File: config.mk
export PLATFORM = sky130hd
export DESIGN_NAME = flag_status_guard
export DESIGN_NICKNAME = d
export VERILOG_FILES = /design/src/rtl/fsg_pkg.sv /design/src/rtl/fsg_clear_gate.sv /design/src/rtl/fsg_flag_cell.sv /design/src/rtl/flag_status_guard.sv
export SDC_FILE = /design/constraint.sdc
export NUM_CORES = 1
export LEC_CHECK = 0
export ABC_AREA = 1
export BUFFER_PORTS_ARGS = -buffer_cell sky130_fd_sc_hd__buf_2
export CAP_MARGIN = 40
export CORE_AREA = 2 2 39 41
export DETAILED_ROUTE_END_ITERATION = 10
export DIE_AREA = 0 0 41 43
export PLACE_DENSITY = 0.6
export REMOVE_ABC_BUFFERS = 1
export SLEW_MARGIN = 20
export SYNTH_ARGS = -nofsm -noshare
export SYNTH_HDL_FRONTEND = slang
export SYNTH_SLANG_ARGS = --single-unit
File: constraint.sdc
create_clock -name clk -period 1.5 [get_ports clk]
set_input_delay 0.075 -clock clk [delete_from_list [all_inputs] [get_ports clk]]
set_output_delay 0.075 -clock clk [all_outputs]
set_load 0.01 [all_outputs]
File: src/rtl/fsg_pkg.sv
package fsg_pkg;

  typedef struct packed {
    logic flag;
    logic pend;
  } fsg_state_t;

  // Next state of one flag/pending pair. allow = clearing permitted this cycle.
  function automatic fsg_state_t fsg_next(input fsg_state_t cur, input logic set,
                                          input logic rd, input logic acc,
                                          input logic allow);
    fsg_state_t nx;
    if (!allow) begin
      nx.flag = cur.flag | set;
      nx.pend = cur.pend;
    end else begin
      nx.flag = set ? 1'b1 : ((acc && cur.pend) ? 1'b0 : cur.flag);
      nx.pend = acc ? 1'b0 : (cur.pend | (rd & cur.flag));
    end
    return nx;
  endfunction

endpackage

File: src/rtl/fsg_clear_gate.sv
module fsg_clear_gate (
  input  logic clk,
  input  logic rst_n,
  input  logic brk_active,
  input  logic brk_clr_en,
  output logic clr_allow
);
  assign clr_allow = !brk_active || brk_clr_en;

  // clearing is allowed outside break, or in break with the enable set
  always_comb begin
    if (rst_n && brk_active) a_gate_r6: assert (clr_allow == brk_clr_en);
  end
endmodule

File: src/rtl/fsg_flag_cell.sv
module fsg_flag_cell
  import fsg_pkg::*;
(
  input  logic clk,
  input  logic rst_n,
  input  logic set,
  input  logic rd,
  input  logic acc,
  input  logic allow,
  output logic flag
);
  fsg_state_t st_q, st_d;
  logic       pend;
  logic       clear_evt;

  assign st_d      = fsg_next(st_q, set, rd, acc, allow);
  assign flag      = st_q.flag;
  assign pend      = st_q.pend;
  assign clear_evt = st_q.flag && !st_d.flag;

  always_ff @(posedge clk) begin
    if (!rst_n) st_q <= '0;
    else        st_q <= st_d;
  end

  p_set_wins_r9: assert property (@(posedge clk) disable iff (!rst_n)
    set |=> flag);
  p_no_clear_protected_r5: assert property (@(posedge clk) disable iff (!rst_n)
    (!allow && flag) |=> flag);
  p_pend_frozen_r8: assert property (@(posedge clk) disable iff (!rst_n)
    !allow |=> pend == $past(pend));
  p_clear_needs_arm_r3: assert property (@(posedge clk) disable iff (!rst_n)
    clear_evt |=> ($past(pend) && $past(acc) && $past(allow) && !flag));
  p_arm_r3: assert property (@(posedge clk) disable iff (!rst_n)
    (allow && rd && flag && !acc) |=> pend);
  p_acc_disarms_r4: assert property (@(posedge clk) disable iff (!rst_n)
    (allow && acc) |=> !pend);
endmodule

File: src/rtl/flag_status_guard.sv
module flag_status_guard #(
  parameter int NFLAGS = 4
) (
  input  logic              clk,
  input  logic              rst_n,
  input  logic [NFLAGS-1:0] set_evt,
  input  logic              brk_active,
  input  logic              brk_clr_en,
  input  logic              stat_rd,
  input  logic [NFLAGS-1:0] data_acc,
  output logic [NFLAGS-1:0] flags,
  output logic [NFLAGS-1:0] rd_data
);
  logic clr_allow;

  fsg_clear_gate u_gate (
    .clk        (clk),
    .rst_n      (rst_n),
    .brk_active (brk_active),
    .brk_clr_en (brk_clr_en),
    .clr_allow  (clr_allow)
  );

  for (genvar i = 0; i < NFLAGS; i++) begin : g_cell
    fsg_flag_cell u_cell (
      .clk   (clk),
      .rst_n (rst_n),
      .set   (set_evt[i]),
      .rd    (stat_rd),
      .acc   (data_acc[i]),
      .allow (clr_allow),
      .flag  (flags[i])
    );
  end

  assign rd_data = stat_rd ? flags : '0;

  // read path is quiet without a read strobe
  p_rd_quiet_r10: assert property (@(posedge clk) disable iff (!rst_n)
    !stat_rd |-> rd_data == '0);
  // once break ends, a cleared flag rises only through a set event
  p_stay_clear_r7: assert property (@(posedge clk) disable iff (!rst_n)
    $fell(brk_active) |-> ((flags & ~$past(flags)) & ~$past(set_evt)) == '0);
endmodule

==> out/summary.txt, run 1 <==
outcome: finished, final reports clean
routed via count divided by cell count: 4.08
fmax: 1070 MHz
total via count after detailed routing: 400
final core area utilization: 0.379
leakage: 0.000336 uW
Worst R2R Start: g_cell[3].u_cell.flag
Avg WL per Cell: 8.29 um
kind of critical path: reg2out
ANT cells: 0
total negative slack: 0 ps
Worst Hold Endpoint: g_cell[0].u_cell.flag
mean instance size in the synthesized netlist: 6.61 um^2
Max Clock Skew: 0.216 ps
number of buffers inserted by hold repair at cts: 0
total CTS buffers: 3
required arrival time at the worst endpoint: 1420 ps
share of the yosys chip area belonging to registers: 0.379
Arr. time, crit path: 860 ps
Antenna Nets Post-Route: 0
proportion of layout cells with a drive suffix above 1: 0.366
Site Rows: 14
wire length of the first global-routing pass: 1.17 mm
routability congestion estimate: 0.725
number of port buffers: 20
critical path endpoint category: output pin
Post-layout nets: 97
worst slew margin relative to its limit: 0.840
detailed router's first-iteration violation count: 10
dpl ws: 763 ps
startpoint class of the critical path: flop
maximum root-to-sink buffer count: 2
start point of the worst hold path: set_evt[0]
Worst IR Drop VDD: 0.411 mV
total routing usage reported by global routing: 0.105
reg-to-reg endpoint: g_cell[3].u_cell.pend
max cap viols: 0
Post-Synthesis Cell Area: 423 um^2
Top Ports: 21
H-tree level count: 1
top fanout value on the critical path: 3
Total Wirelength: 812 um
number of synthesized flops with an enable pin: 0
post-CTS clock slew at the launch and capture registers of the worst setup and hold paths: 60 ps
final worst setup slack: 562 ps
largest net degree at the start of global routing: 13
total overflow reported by the global router: 0
leading post-synthesis cells by cell area: dfxtp_1 (38%), nand2_1 (18%), inv_1 (12%), nand2_2 (7.4%), a21oi_1 (7.1%)
Die Area: 1760 um^2
library cell with the highest instance count after synthesis: nand2_1
number of hold violations in the final report: 0
number of cells on the worst reg-to-reg path: 4
flop-to-flop setup slack: 790 ps
slew at the pin with the worst max-slew slack: 239 ps
DRC errors left: 0
Die Y: 43 um
final critical delay including setup and external delays: 938 ps
Non-Filler Instances: 98
effective utilization at floorplan: 0.306
power density cells: 912 nW/um^2
flops & latches, synth: 8
largest area contributor in the synthesized netlist: dfxtp_1
half-perimeter wire length after placement: 621 um
TritonCTS clock tree: yes
Min-Delay Path Class: in2reg
vias in the first global route: 303
unrepaired setup endpoints after global routing: false
count of cells along the worst hold path: 3
most used flip-flop cell after synthesis: dfxtp_1
share of flip-flops with an asynchronous set or reset: 0
post-CTS setup buffer count: 0
number of endpoints failing setup at the final stage: 0
pins over their slew limit: 0
initial antenna violation count: 0
Resized cells post-CTS: 0
fraction of post-synthesis cell area in the top cell type by area: 0.379
count of cell types in the netlist: 9
clock latency on the worst-skew pair: 250 ps
area of the placeable core: 1380 um^2
cell count after placement: 95
clk root buf: clkbuf_4
1st-pass router iterations: 4
clk sinks: 8
die width: 41 um
final worst-path cycle share: 0.626
number of warnings printed during yosys synthesis: 0
most numerous cell types in the synthesized netlist: nand2_1 (20), inv_1 (14), dfxtp_1 (8)
Area Growth Syn to Fin: 24.0%
Post-Synthesis Cells: 64
[routing by layer]
metal / wire, um / part of all wire / GRT usage
met5: 0 / 0 / 0
met4: 0 / 0 / 0.0600
met3: 50 / 0.062 / 0.0785
met1: 348 / 0.43 / 0.106
met2: 412 / 0.51 / 0.150
[layout make-up]
class / count / area (um^2)
fillers: 150 / 860
multi-input cells: 37 / 169
flip-flops and latches: 8 / 160
repair buffers: 20 / 100
inverters: 14 / 52.6
clock buffers: 3 / 22.5
well taps: 16 / 20.0
[worst max-delay path by stage]
stage	end	slack [ps]	startpoint	depth (start not counted)
after global placement	g_cell[3].u_cell.pend	790	brk_clr_en	5
after global routing	rd_data[3]	470	g_cell[3].u_cell.flag	3
after detailed placement	g_cell[2].u_cell.pend	760	brk_clr_en	5
after floorplan	g_cell[1].u_cell.pend	750	g_cell[1].u_cell.flag	4
after CTS	rd_data[3]	540	g_cell[3].u_cell.flag	3
final	rd_data[3]	560	g_cell[3].u_cell.flag	3
[critical path, cell delays in order (launching register included)]
cell	delay [ps]
dfxtp_1	360
nand2_1	60
inv_1	60
buf_2	120
[flip-flops by register name (all words and copies together), names as in the netlist]
signal / flops
g_cell.u_cell.pend: 4
g_cell.u_cell.flag: 4
[logic make-up after synthesis]
family                 Yosys count  synth area share
AND/OR/NAND/NOR                 29             0.287
buffers and inverters           19             0.222
flip-flops                       8             0.379
AO/OA/AOI/OAI                    8             0.112
[where the power goes]
group          switching (uW)  internal (uW)  total (uW)
registers                7.37            224         232
clock network            74.5           91.7         166
logic                    44.6           35.6        80.2
[cell usage in the layout (no fill, tap or decap), drive strengths merged]
cell / Yosys / layout
nand2: 25 / 25
buf: 5 / 20
inv: 14 / 14
dfxtp: 8 / 8
a21oi: 8 / 8
nor2: 4 / 4
clkbuf: 0 / 3
[through the flow]
step	cell area [um^2]	hold WS, ps	total power (uW)
5_1_grt	524	47.0	516
3_3_place_gp	502	323	316
3_5_place_dp	502	324	317
6_report	524	58.0	478
2_1_floorplan	382	201	279
4_1_cts	524	49.4	490
(Power assumes the default switching activity.)
==> run 2, diff against run 1 <==
--- a/config.mk
+++ b/config.mk
@@ -5,7 +5,7 @@
 export SDC_FILE = /design/constraint.sdc
 export NUM_CORES = 1
 export LEC_CHECK = 0
-export ABC_AREA = 1
+export ABC_AREA = 0
 export BUFFER_PORTS_ARGS = -buffer_cell sky130_fd_sc_hd__buf_2
 export CAP_MARGIN = 40
 export CORE_AREA = 2 2 39 41
==> constraint.sdc (replaced) <==
create_clock -name clk -period 0.8 [get_ports clk]
set_input_delay 0.04 -clock clk [delete_from_list [all_inputs] [get_ports clk]]
set_output_delay 0.04 -clock clk [all_outputs]
set_load 0.01 [all_outputs]
==> run 2 against run 1 <==
  * The flow now finishes with violations (setup timing)
  * Setup slack worse by 630 ps
  * Sequential power up 89%
  * Sequential share of layout area down 3.6 points
  * Register-to-register slack worse by 760 ps
  * Combinational power rose to 2.7 times the previous value
  * Largest power group unchanged
  * Synthesized cell count down 39%
  * Critical path type unchanged
  * Via count down 6.8%
  * Non-clock buffer count up 6
  * Total power up 110%
  * Routed wire length up 13%
  * Global-route usage up 2.1 points
==> out/summary.txt, run 2 <==
outcome: complete, but fails checks
violations in the final reports: setup timing
final critical delay including setup and external delays: 866 ps
H-tree level count: 1 (unchanged)
ANT cells: 0 (unchanged)
half-perimeter wire length after placement: 635 um (+2.2%)
Antenna Nets Post-Route: 0 (unchanged)
routed via count divided by cell count: 4.72 (+16%)
fraction of post-synthesis cell area in the top cell type by area: 0.405 (+0.0264)
Area Growth Syn to Fin: 54.7%
Setup crit start: g_cell[1].u_cell.flag
commonest non-fill, non-tap cell in the layout: buf_2
effective utilization at floorplan: 0.286 (-0.0199)
Top Ports: 21 (unchanged)
required arrival time at the worst endpoint: 760 ps (-660 ps)
Die Y: 43 um (unchanged)
number of endpoints failing setup at the final stage: 6 (+6)
total negative slack: -316 ps (-316 ps)
dpl ws: -4.73 ps (-768 ps)
vias in the first global route: 374 (+23%)
number of hold violations in the final report: 0 (unchanged)
end of the critical path: rd_data[1]
leakage: 0.000278 uW (-18%)
max cap viols: 0 (unchanged)
proportion of layout cells with a drive suffix above 1: 0.651 (+0.285)
library cell with the highest instance count after synthesis: dfxtp_1
Post-Synthesis Cell Area: 395 um^2 (-6.5%)
Avg WL per Cell: 11.6 um (+40%)
clk sinks: 8 (unchanged)
area of the placeable core: 1380 um^2 (unchanged)
clk root buf: clkbuf_4
Non-Filler Instances: 79 (-19%)
Arr. time, crit path: 830 ps (-30 ps)
Max Clock Skew: 7.57 ps (+7.36 ps)
final worst-path cycle share: 1.08
wire length of the first global-routing pass: 1.45 mm (+24%)
Post-Synthesis Cells: 39 (-39%)
1st-pass router iterations: 2 (-2)
power density cells: 1600 nW/um^2 (+76%)
share of flip-flops with an asynchronous set or reset: 0 (unchanged)
slew at the pin with the worst max-slew slack: 216 ps (-23.3 ps)
reg-to-reg endpoint: g_cell[3].u_cell.pend
top fanout value on the critical path: 3 (unchanged)
pins over their slew limit: 0 (unchanged)
Placed Area: 470 um^2 (-6.2%)
fmax: 1160 MHz
clock latency on the worst-skew pair: 260 ps (about the same)
Post-layout nets: 78 (-20%)
count of cell types in the netlist: 11 (+2)
Total Wirelength: 917 um (+13%)
largest net degree at the start of global routing: 13 (unchanged)
kind of critical path: reg2out
Min-Delay Path Class: in2reg
DRC errors left: 0 (unchanged)
die width: 41 um (unchanged)
mean instance size in the synthesized netlist: 10.1 um^2 (+53%)
post-CTS clock slew at the launch and capture registers of the worst setup and hold paths: 60 ps (about the same)
highest-count cells in the layout ignoring fill and taps: buf_2 (14), buf_6 (8), inv_1 (5)
maximum root-to-sink buffer count: 2 (unchanged)
routability congestion estimate: 0.624 (-14%)
worst slew margin relative to its limit: 0.856 (+0.0159)
Final Cell Area: 612 um^2 (+17%)
critical path endpoint category: output pin
count of cells along the worst hold path: 3 (unchanged)
number of warnings printed during yosys synthesis: 0 (unchanged)
final worst setup slack: -65.7 ps (-627 ps)
cell count after placement: 70 (-26%)
total CTS buffers: 3 (unchanged)
detailed router's first-iteration violation count: 1 (-9)
number of cells on the worst reg-to-reg path: 3 (-1)
final core area utilization: 0.442 (+0.0633)
startpoint class of the critical path: flop
number of synthesized flops with an enable pin: 0 (unchanged)
leading post-synthesis cells by cell area: dfxtp_1 (41%), a211oi_2 (13%), a41oi_1 (8.9%), buf_4 (7.6%), and2_1 (6.3%)
initial antenna violation count: 0 (unchanged)
Worst R2R Start: g_cell[3].u_cell.flag
number of port buffers: 20 (unchanged)
most numerous cell types in the synthesized netlist: dfxtp_1 (8), inv_1 (5)
total via count after detailed routing: 373 (-6.8%)
flop-to-flop setup slack: 30 ps (-760 ps)
total routing usage reported by global routing: 0.127 (+0.0211)
Site Rows: 14 (unchanged)
flops & latches, synth: 8 (unchanged)
TritonCTS clock tree: yes
share of the yosys chip area belonging to registers: 0.405 (+0.0264)
Die Area: 1760 um^2 (unchanged)
total overflow reported by the global router: 0 (unchanged)
largest area contributor in the synthesized netlist: dfxtp_1
Worst IR Drop VDD: 0.873 mV (+110%)
unrepaired setup endpoints after global routing: true
most used flip-flop cell after synthesis: dfxtp_1
run 2: how the worst min path moves through the flow:
stage               slack (ps)        start               endpoint
finish                      60   set_evt[0]  g_cell[0].u_cell.flag
global route                70   set_evt[0]  g_cell[0].u_cell.flag
CTS                         50   set_evt[0]  g_cell[0].u_cell.flag
detailed placement         240  data_acc[1]  g_cell[1].u_cell.pend
global placement           250  data_acc[1]  g_cell[1].u_cell.pend
floorplan                  130  data_acc[1]  g_cell[1].u_cell.pend
run 2: power by group:
part,internal [uW],switching (uW)
combinational,124,92.4
clock,173,154
sequential,424,14.4
total,720,261
run 2: metrics by stage:
stage	hold slack, ps	power [uW]
after floorplan	131	517
after global placement	248	589
after detailed placement	245	592
after CTS	53.9	1000
after global routing	69.2	1040
final	61.9	981
run 2: routing by layer:
metal / global-route usage / vias to the layer above / wire (um)
met5: 0 / - / 0
li1: - / 184 / -
met1: 0.138 / 169 / 378
met4: 0.0200 / 0 / 0
met2: 0.194 / 20 / 439
met3: 0.0942 / 0 / 99
run 2: logic make-up after synthesis:
family | after synthesis | synth area share
AO/OA/AOI/OAI | 16 | 0.335
buffers and inverters | 10 | 0.161
flip-flops | 8 | 0.405
AND/OR/NAND/NOR | 5 | 0.0981
run 2: repair_timing:
| item | CTS | global route |
|---|---|---|
| hold buffers | 4 | 0 |
| pin swaps | 0 | 3 |
| gates resized for setup | 16 | 2 |
| setup buffers | 2 | 0 |
| endpoints found under the setup margin | 8 | 10 |
| hold endpoints to repair | 4 | 0 |
run 2: final cells by class:
| cell class | count | area, um^2 |
|---|---|---|
| fill | 144 | 772 |
| inverter | 5 | 18.8 |
| multi-input combinational | 21 | 185 |
| sequential | 8 | 165 |
| timing repair buffer | 26 | 200 |
| clock buffer | 3 | 22.5 |
| tap | 16 | 20.0 |
run 2: critical path: stages (launching register included):
cell and delay (ps):
dfxtp_2 320, and2_4 140, buf_6 110
